--- src/rtl/pwrup_pkg.sv ---
package pwrup_pkg;

   typedef enum logic [3:0] {
      CMD_MODE    = 4'b0000,
      CMD_REFRESH = 4'b0001,
      CMD_PRECHG  = 4'b0010,
      CMD_NOP     = 4'b0111
   } cmd_e;

   typedef enum logic [1:0] {
      ST_IDLE,
      ST_WAIT,
      ST_RUN,
      ST_FIN
   } seq_state_e;

   localparam int STEP_COUNT = 8;
   localparam int STEP_W     = 3;

   function automatic int ceil_div(input int num, input int den);
      return (num + den - 1) / den;
   endfunction

   function automatic int imax(input int a, input int b);
      return (a > b) ? a : b;
   endfunction

endpackage

--- src/rtl/pwrup_down_counter.sv ---
module pwrup_down_counter #(
   parameter int W = 8
) (
   input  logic         clk,
   input  logic         rst,
   input  logic         load_i,
   input  logic [W-1:0] val_i,
   output logic         zero_o
);

   logic [W-1:0] cnt_q;

   always_ff @(posedge clk) begin
      if (rst) begin
         cnt_q <= '0;
      end else if (load_i) begin
         cnt_q <= val_i;
      end else if (cnt_q != '0) begin
         cnt_q <= cnt_q - 1'b1;
      end
   end

   assign zero_o = (cnt_q == '0);

endmodule

--- src/rtl/pwrup_script.sv ---
module pwrup_script
   import pwrup_pkg::*;
#(
   parameter int ADDR_W        = 13,
   parameter int BA_W          = 2,
   parameter int GAP_W         = 4,
   parameter int TRP_CYC       = 3,
   parameter int TMRD_CYC      = 2,
   parameter int TRFC_CYC      = 15,
   parameter int BURST_LEN     = 4,
   parameter int CAS_HALF      = 5,
   parameter bit INTERLEAVE    = 1'b0,
   parameter bit REDUCED_DRIVE = 1'b0
) (
   input  logic [STEP_W-1:0] step_i,
   output cmd_e              cmd_o,
   output logic [BA_W-1:0]   ba_o,
   output logic [ADDR_W-1:0] addr_o,
   output logic [GAP_W-1:0]  gap_o,
   output logic              dll_rst_o
);

   logic [2:0] bl_code;
   logic [2:0] cl_code;

   // Burst length field variant
   if (BURST_LEN == 2) begin : g_bl2
      assign bl_code = 3'b001;
   end else if (BURST_LEN == 4) begin : g_bl4
      assign bl_code = 3'b010;
   end else if (BURST_LEN == 8) begin : g_bl8
      assign bl_code = 3'b011;
   end else begin : g_bl_bad
      $error("pwrup_script: BURST_LEN must be 2, 4 or 8");
      assign bl_code = 3'b000;
   end

   // CAS latency field variant (latency in half cycles)
   if (CAS_HALF == 4) begin : g_cl2
      assign cl_code = 3'b010;
   end else if (CAS_HALF == 5) begin : g_cl25
      assign cl_code = 3'b110;
   end else if (CAS_HALF == 6) begin : g_cl3
      assign cl_code = 3'b011;
   end else begin : g_cl_bad
      $error("pwrup_script: CAS_HALF must be 4, 5 or 6");
      assign cl_code = 3'b000;
   end

   if (ADDR_W < 11) begin : g_addr_bad
      $error("pwrup_script: ADDR_W must be at least 11");
   end
   if (BA_W < 2) begin : g_ba_bad
      $error("pwrup_script: BA_W must be at least 2");
   end

   logic [ADDR_W-1:0] mode_ops;
   logic [ADDR_W-1:0] ext_ops;
   logic [ADDR_W-1:0] prechg_all;

   always_comb begin
      mode_ops      = '0;
      mode_ops[2:0] = bl_code;
      mode_ops[3]   = INTERLEAVE;
      mode_ops[6:4] = cl_code;
      ext_ops       = '0;
      ext_ops[0]    = 1'b0;            // DLL enabled
      ext_ops[1]    = REDUCED_DRIVE;
      prechg_all    = '0;
      prechg_all[10] = 1'b1;
   end

   always_comb begin
      cmd_o     = CMD_NOP;
      ba_o      = '0;
      addr_o    = '0;
      dll_rst_o = 1'b0;
      unique case (step_i)
         3'd0: cmd_o = CMD_NOP;
         3'd1: begin
            cmd_o  = CMD_PRECHG;
            addr_o = prechg_all;
         end
         3'd2: begin
            cmd_o  = CMD_MODE;
            ba_o   = BA_W'(1);
            addr_o = ext_ops;
         end
         3'd3: begin
            cmd_o     = CMD_MODE;
            addr_o    = mode_ops;
            addr_o[8] = 1'b1;
            dll_rst_o = 1'b1;
         end
         3'd4: begin
            cmd_o  = CMD_PRECHG;
            addr_o = prechg_all;
         end
         3'd5: cmd_o = CMD_REFRESH;
         3'd6: cmd_o = CMD_REFRESH;
         default: begin
            cmd_o  = CMD_MODE;
            addr_o = mode_ops;
         end
      endcase
   end

   always_comb begin
      unique case (cmd_o)
         CMD_PRECHG:  gap_o = GAP_W'(TRP_CYC);
         CMD_MODE:    gap_o = GAP_W'(TMRD_CYC);
         CMD_REFRESH: gap_o = GAP_W'(TRFC_CYC);
         default:     gap_o = GAP_W'(1);
      endcase
   end

endmodule

--- src/rtl/sdram_powerup_seq.sv ---
module sdram_powerup_seq
   import pwrup_pkg::*;
#(
   parameter int CLK_MHZ       = 200,
   parameter int WAIT_US       = 200,
   parameter int TRP_CYC       = 3,
   parameter int TMRD_CYC      = 2,
   parameter int TRFC_NS       = 75,
   parameter int DLL_CYC       = 200,
   parameter int ADDR_W        = 13,
   parameter int BA_W          = 2,
   parameter int BURST_LEN     = 4,
   parameter int CAS_HALF      = 5,
   parameter bit INTERLEAVE    = 1'b0,
   parameter bit REDUCED_DRIVE = 1'b0
) (
   input  logic              clk,
   input  logic              rst,
   input  logic              pwr_stable_i,
   output logic              cke_o,
   output logic              cs_n_o,
   output logic              ras_n_o,
   output logic              cas_n_o,
   output logic              we_n_o,
   output logic [BA_W-1:0]   ba_o,
   output logic [ADDR_W-1:0] addr_o,
   output logic              done_o
);

   localparam int WAIT_CYC = WAIT_US * CLK_MHZ;
   localparam int TRFC_CYC = imax(2, ceil_div(TRFC_NS * CLK_MHZ, 1000));
   localparam int GAP_MAX  = imax(imax(TRP_CYC, TMRD_CYC), TRFC_CYC);
   localparam int GAP_W    = $clog2(GAP_MAX + 1);
   localparam int TMR_W    = $clog2(imax(WAIT_CYC, GAP_MAX) + 1);
   localparam int DLL_W    = $clog2(DLL_CYC + 1);

   if (WAIT_CYC < 1 || TRP_CYC < 1 || TMRD_CYC < 1 || DLL_CYC < 1) begin : g_time_bad
      $error("sdram_powerup_seq: every wait must be at least one cycle");
   end

   seq_state_e        state_q;
   logic [STEP_W-1:0] idx_q;
   logic              cke_q;
   cmd_e              cmd_q;
   logic [BA_W-1:0]   ba_q;
   logic [ADDR_W-1:0] addr_q;

   logic [STEP_W-1:0] scr_idx;
   cmd_e              scr_cmd;
   logic [BA_W-1:0]   scr_ba;
   logic [ADDR_W-1:0] scr_addr;
   logic [GAP_W-1:0]  scr_gap;
   logic              scr_dll_rst;

   logic              tmr_load, tmr_zero;
   logic [TMR_W-1:0]  tmr_val;
   logic              dll_load, dll_zero;
   logic              start, issue, finish, cur_last;

   assign scr_idx  = (state_q == ST_WAIT) ? '0 : idx_q + 3'd1;
   assign cur_last = (idx_q == STEP_W'(STEP_COUNT - 1));

   pwrup_script #(
      .ADDR_W(ADDR_W), .BA_W(BA_W), .GAP_W(GAP_W),
      .TRP_CYC(TRP_CYC), .TMRD_CYC(TMRD_CYC), .TRFC_CYC(TRFC_CYC),
      .BURST_LEN(BURST_LEN), .CAS_HALF(CAS_HALF),
      .INTERLEAVE(INTERLEAVE), .REDUCED_DRIVE(REDUCED_DRIVE)
   ) u_script (
      .step_i   (scr_idx),
      .cmd_o    (scr_cmd),
      .ba_o     (scr_ba),
      .addr_o   (scr_addr),
      .gap_o    (scr_gap),
      .dll_rst_o(scr_dll_rst)
   );

   always_comb begin
      start    = (state_q == ST_IDLE) && pwr_stable_i;
      issue    = tmr_zero && ((state_q == ST_WAIT) ||
                              ((state_q == ST_RUN) && !cur_last));
      finish   = tmr_zero && (state_q == ST_RUN) && cur_last;
      tmr_load = start || issue;
      tmr_val  = start ? TMR_W'(WAIT_CYC - 1)
                       : (TMR_W'(scr_gap) - TMR_W'(1));
      dll_load = issue && scr_dll_rst;
   end

   pwrup_down_counter #(.W(TMR_W)) u_step_timer (
      .clk   (clk),
      .rst   (rst),
      .load_i(tmr_load),
      .val_i (tmr_val),
      .zero_o(tmr_zero)
   );

   pwrup_down_counter #(.W(DLL_W)) u_dll_timer (
      .clk   (clk),
      .rst   (rst),
      .load_i(dll_load),
      .val_i (DLL_W'(DLL_CYC)),
      .zero_o(dll_zero)
   );

   always_ff @(posedge clk) begin
      if (rst) begin
         state_q <= ST_IDLE;
         idx_q   <= '0;
         cke_q   <= 1'b0;
         cmd_q   <= CMD_NOP;
         ba_q    <= '0;
         addr_q  <= '0;
      end else begin
         cmd_q  <= CMD_NOP;
         ba_q   <= '0;
         addr_q <= '0;
         if (start) begin
            state_q <= ST_WAIT;
         end else if (issue) begin
            state_q <= ST_RUN;
            idx_q   <= scr_idx;
            cke_q   <= 1'b1;
            cmd_q   <= scr_cmd;
            ba_q    <= scr_ba;
            addr_q  <= scr_addr;
         end else if (finish) begin
            state_q <= ST_FIN;
         end
      end
   end

   assign cke_o = cke_q;
   assign {cs_n_o, ras_n_o, cas_n_o, we_n_o} = cmd_q;
   assign ba_o   = ba_q;
   assign addr_o = addr_q;
   assign done_o = (state_q == ST_FIN) && dll_zero;

   AST_NOP_WHILE_CKE_LOW: assert property (@(posedge clk) disable iff (rst)
      !cke_q |-> cmd_q == CMD_NOP) else $error("cmd with cke low");
   AST_CKE_NEVER_FALLS: assert property (@(posedge clk) disable iff (rst)
      cke_q |=> cke_q) else $error("cke fell");
   AST_PRECHARGE_ALL: assert property (@(posedge clk) disable iff (rst)
      cmd_q == CMD_PRECHG |-> addr_q[10] && ba_q == '0) else $error("precharge not all");
   AST_REFRESH_GAP: assert property (@(posedge clk) disable iff (rst)
      cmd_q == CMD_REFRESH |=> cmd_q == CMD_NOP) else $error("refresh gap");
   AST_DONE_HOLDS: assert property (@(posedge clk) disable iff (rst)
      done_o |=> done_o) else $error("done dropped");
   AST_DONE_QUIET: assert property (@(posedge clk) disable iff (rst)
      done_o |-> cmd_q == CMD_NOP && cke_q) else $error("busy after done");

endmodule

--- config.mk ---
export PLATFORM = sky130hd
export DESIGN_NAME = sdram_powerup_seq
export DESIGN_NICKNAME = d
export VERILOG_FILES = /design/src/rtl/pwrup_pkg.sv /design/src/rtl/pwrup_down_counter.sv /design/src/rtl/pwrup_script.sv /design/src/rtl/sdram_powerup_seq.sv
export SDC_FILE = /design/constraint.sdc
export NUM_CORES = 1
export LEC_CHECK = 0
export BUFFER_PORTS_ARGS = -buffer_cell sky130_fd_sc_hd__clkbuf_2
export CORE_AREA = 5 5 99 101
export DETAILED_ROUTE_END_ITERATION = 10
export DIE_AREA = 0 0 104 106
export GPL_ROUTABILITY_DRIVEN = 0
export SLEW_MARGIN = 0
export SYNTH_ARGS = -nofsm -noshare
export SYNTH_HDL_FRONTEND = slang
export SYNTH_HIERARCHICAL = 1
export SYNTH_SLANG_ARGS = --single-unit
--- constraint.sdc ---
create_clock -name clk -period 6.5 [get_ports clk]
set_clock_uncertainty 0.05 [all_clocks]
set_input_delay 0.975 -clock clk [delete_from_list [all_inputs] [get_ports clk]]
set_output_delay 0.975 -clock clk [all_outputs]
set_load 0.05 [all_outputs]
==> results.cfg <==
[outcome]
status = completed

[placed_design]
dp.cells = 416
post-dp-hpwl_um = 3616
place_ws_ns = 2.339
port_buffers = 23
placed_area_um2 = 2701

[logic_synthesis]
synthTopCellsByCount = 49 x dfxtp_1, 32 x nand2_1, 18 x and2_1
yosysMostFrequentCell = dfxtp_1
avgSynthCellArea_um2 = 8.797
netlist_instances = 293
yosysWarnings = 6
ys.flop_type = dfxtp_1
synth_seq_cells = 49
synth_top_area_share_pct = 38.06
synth_top_cell_by_area = dfxtp_1
seq_area_frac_synth_pct = 38.06
synth_edf_count = 0
synth_area_um2 = 2577
async_flop_share_pct = 0
synthTopCellsByArea = dfxtp_1 38%, xnor2_1 5.1%, nand2_1 4.7%
yosysUniqueCellTypes = 59

[floorplan]
die_width_um = 104
die_y_um = 106
core_um2 = 8934
initial_core_util_pct = 28.85
core.rowCount = 35
dieArea_um2 = 11020
pin_count = 24

[hold_path]
hold_path_class = reg2reg

[worst_setup_path]
cp-end-kind = register
cp_max_fo = 15
cp.arrival_ns = 4.40
critical_path_required_ns = 6.68
critPathLaunchType = register
worstSetupPathType = reg2reg

[route]
vias = 1963
totalWireLength_um = 4927
vias_per_cell = 4.630
detail_route.wl_per_cell_um = 11.62
ant_nets = 0
drt_first_pass_iters = 4
route.detailed.drc = 0
drt_iter0_drc = 90

[power_and_ir_drop]
p_per_area_nw_per_um2 = 450.8
peakVddDrop_mv = 0.1221
p_leak_nw = 1.106

[final_layout]
antenna_cells = 0
syn_to_final_growth_pct = 9.272
final_cell_area_um2 = 2816
final_cells = 424
nets = 320
regArea_um2 = 980.9
fillCellCount = 972
drive_gt1_share_pct = 16.29
multiInputGateArea_um2 = 1414

[timing]
fin_ws_ns = 2.276
post-route-min-period_ns = 4.224
rsz0062_at_grt = false
max_freq_ghz = 0.2367
hold_viol_final = 0
slew_viol_final = 0
slew_headroom_pct = 37.22
period_share_pct = 64.98
setup_viol = 0
tightest_slew_ns = 0.9331
finalSetupTns_ns = 0

[clock_tree]
post_cts.repair.setup_buffers = 0
cts.path.max_buffers = 2
cts-root-buf = clkbuf_8
cts-buffers-inserted = 5
cts_hold_buf = 0
numClockSinks = 49
tritoncts = built
clk_latency_ns = 0.31
clk_pin_slew_ns = 0.09
htree_levels = 2
cts-resized-gates = 0

[grt]
grt_max_degree = 28
grtUsageTotal_pct = 9.188
antenna_found_initial = 0
grt_overflow_total = 0
grt_pass1_vias = 1914
grt_first_pass_wirelength_um = 8590

[run]
cap_violations = 0
path summary, 6_finish.rpt:
check / start / to / slack, ns / cells after the start
max: u_step_timer/cnt_q[0] / u_step_timer/cnt_q[13] / 2.28 / 12
min: cke_o / cke_o / 0.42 / 2
max reg2reg: u_step_timer/cnt_q[0] / u_step_timer/cnt_q[13] / 2.28 / 12
min reg2reg: cke_o / cke_o / 0.42 / 2
cells in the final DEF (no fill, tap or decap), types with 3 or more instances in the layout:
master,netlist,routed
nand2b_1,5,5
conb_1,3,18
o21ai_0,10,10
nor2b_1,4,4
inv_1,13,13
nor2_1,15,15
xor2_1,3,3
dfxtp_1,49,49
nor4_4,3,3
a21oi_1,12,12
nand3_1,4,4
nor3_1,14,14
xnor2_1,15,15
nand2_1,32,32
nor3b_1,3,3
o32ai_1,4,4
o21ai_1,3,3
clkbuf_2,0,23
or4_4,3,3
o31ai_1,3,3
ha_1,5,5
clkbuf_8,0,5
and2_1,18,18
cells by family after synthesis:
family / Yosys count / synth area share (%)
and+or+nand+nor: 122 / 28.11
AOI/OAI and AO/OA: 55 / 15.19
DFF: 49 / 38.06
buffers and inverters: 40 / 9.272
xor gates and xnor gates: 18 / 6.117
adders and majority gates: 5 / 2.427
other: 3 / 0.4369
muxes: 1 / 0.3884
layout make-up:
| cell class | count | share of cell area [%] |
|---|---|---|
| Clock buffer | 5 | 2.443 |
| Multi-Input combinational cell | 219 | 50.20 |
| Tap cell | 111 | 4.931 |
| Clock inverter | 3 | 1.644 |
| Sequential cell | 49 | 34.83 |
| Timing Repair Buffer | 23 | 4.087 |
| Inverter | 14 | 1.866 |
state kept, by name, indices dropped and copies added (netlist names):
name and count:
addr_o 13, ba_o 2, cke_o 1, cmd_q 4, idx_q 3, state_q 2
u_dll_timer/cnt_q 8, u_step_timer/cnt_q 16
layer usage:
metal	global-route usage, %	share of wire (%)	up-vias
li1	-	-	1020
met1	11.15	46	902
met2	15.94	49	36
met3	1.518	3.5	5
met4	4.070	1.8	0
met5	0	0	-
per-stage QoR:
| step | total power [mW] | utilization, % | hold WS (ns) |
|---|---|---|---|
| 2_1_floorplan | 0.9747 | - | 0.4230 |
| 3_3_place_gp | 1.043 | 30.24 | 0.4310 |
| 3_5_place_dp | 1.053 | 30.24 | 0.4215 |
| 4_1_cts | 1.280 | 31.53 | 0.4358 |
| 5_1_grt | 1.374 | 31.53 | 0.4745 |
| 6_report | 1.270 | 31.53 | 0.4228 |
report_power, final:
| part | total, mW | switching, mW | internal [mW] |
|---|---|---|---|
| clock network | 0.220 | 0.104 | 0.115 |
| registers | 0.446 | 0.0753 | 0.370 |
| logic | 0.604 | 0.346 | 0.258 |
critical path, stage by stage (launching register included):
cell	delay, ns
dfxtp_1	0.34
inv_1	0.09
ha_1	0.20
or3b_2	0.53
or4_4	0.59
nor2_1	0.31
inv_1	0.10
a21o_1	0.23
nand2_1	0.37
nor2b_1	0.78
nand2_1	0.17
and4_1	0.24
nor3_1	0.17
No activity file was read; power rests on OpenSTA's default activity.
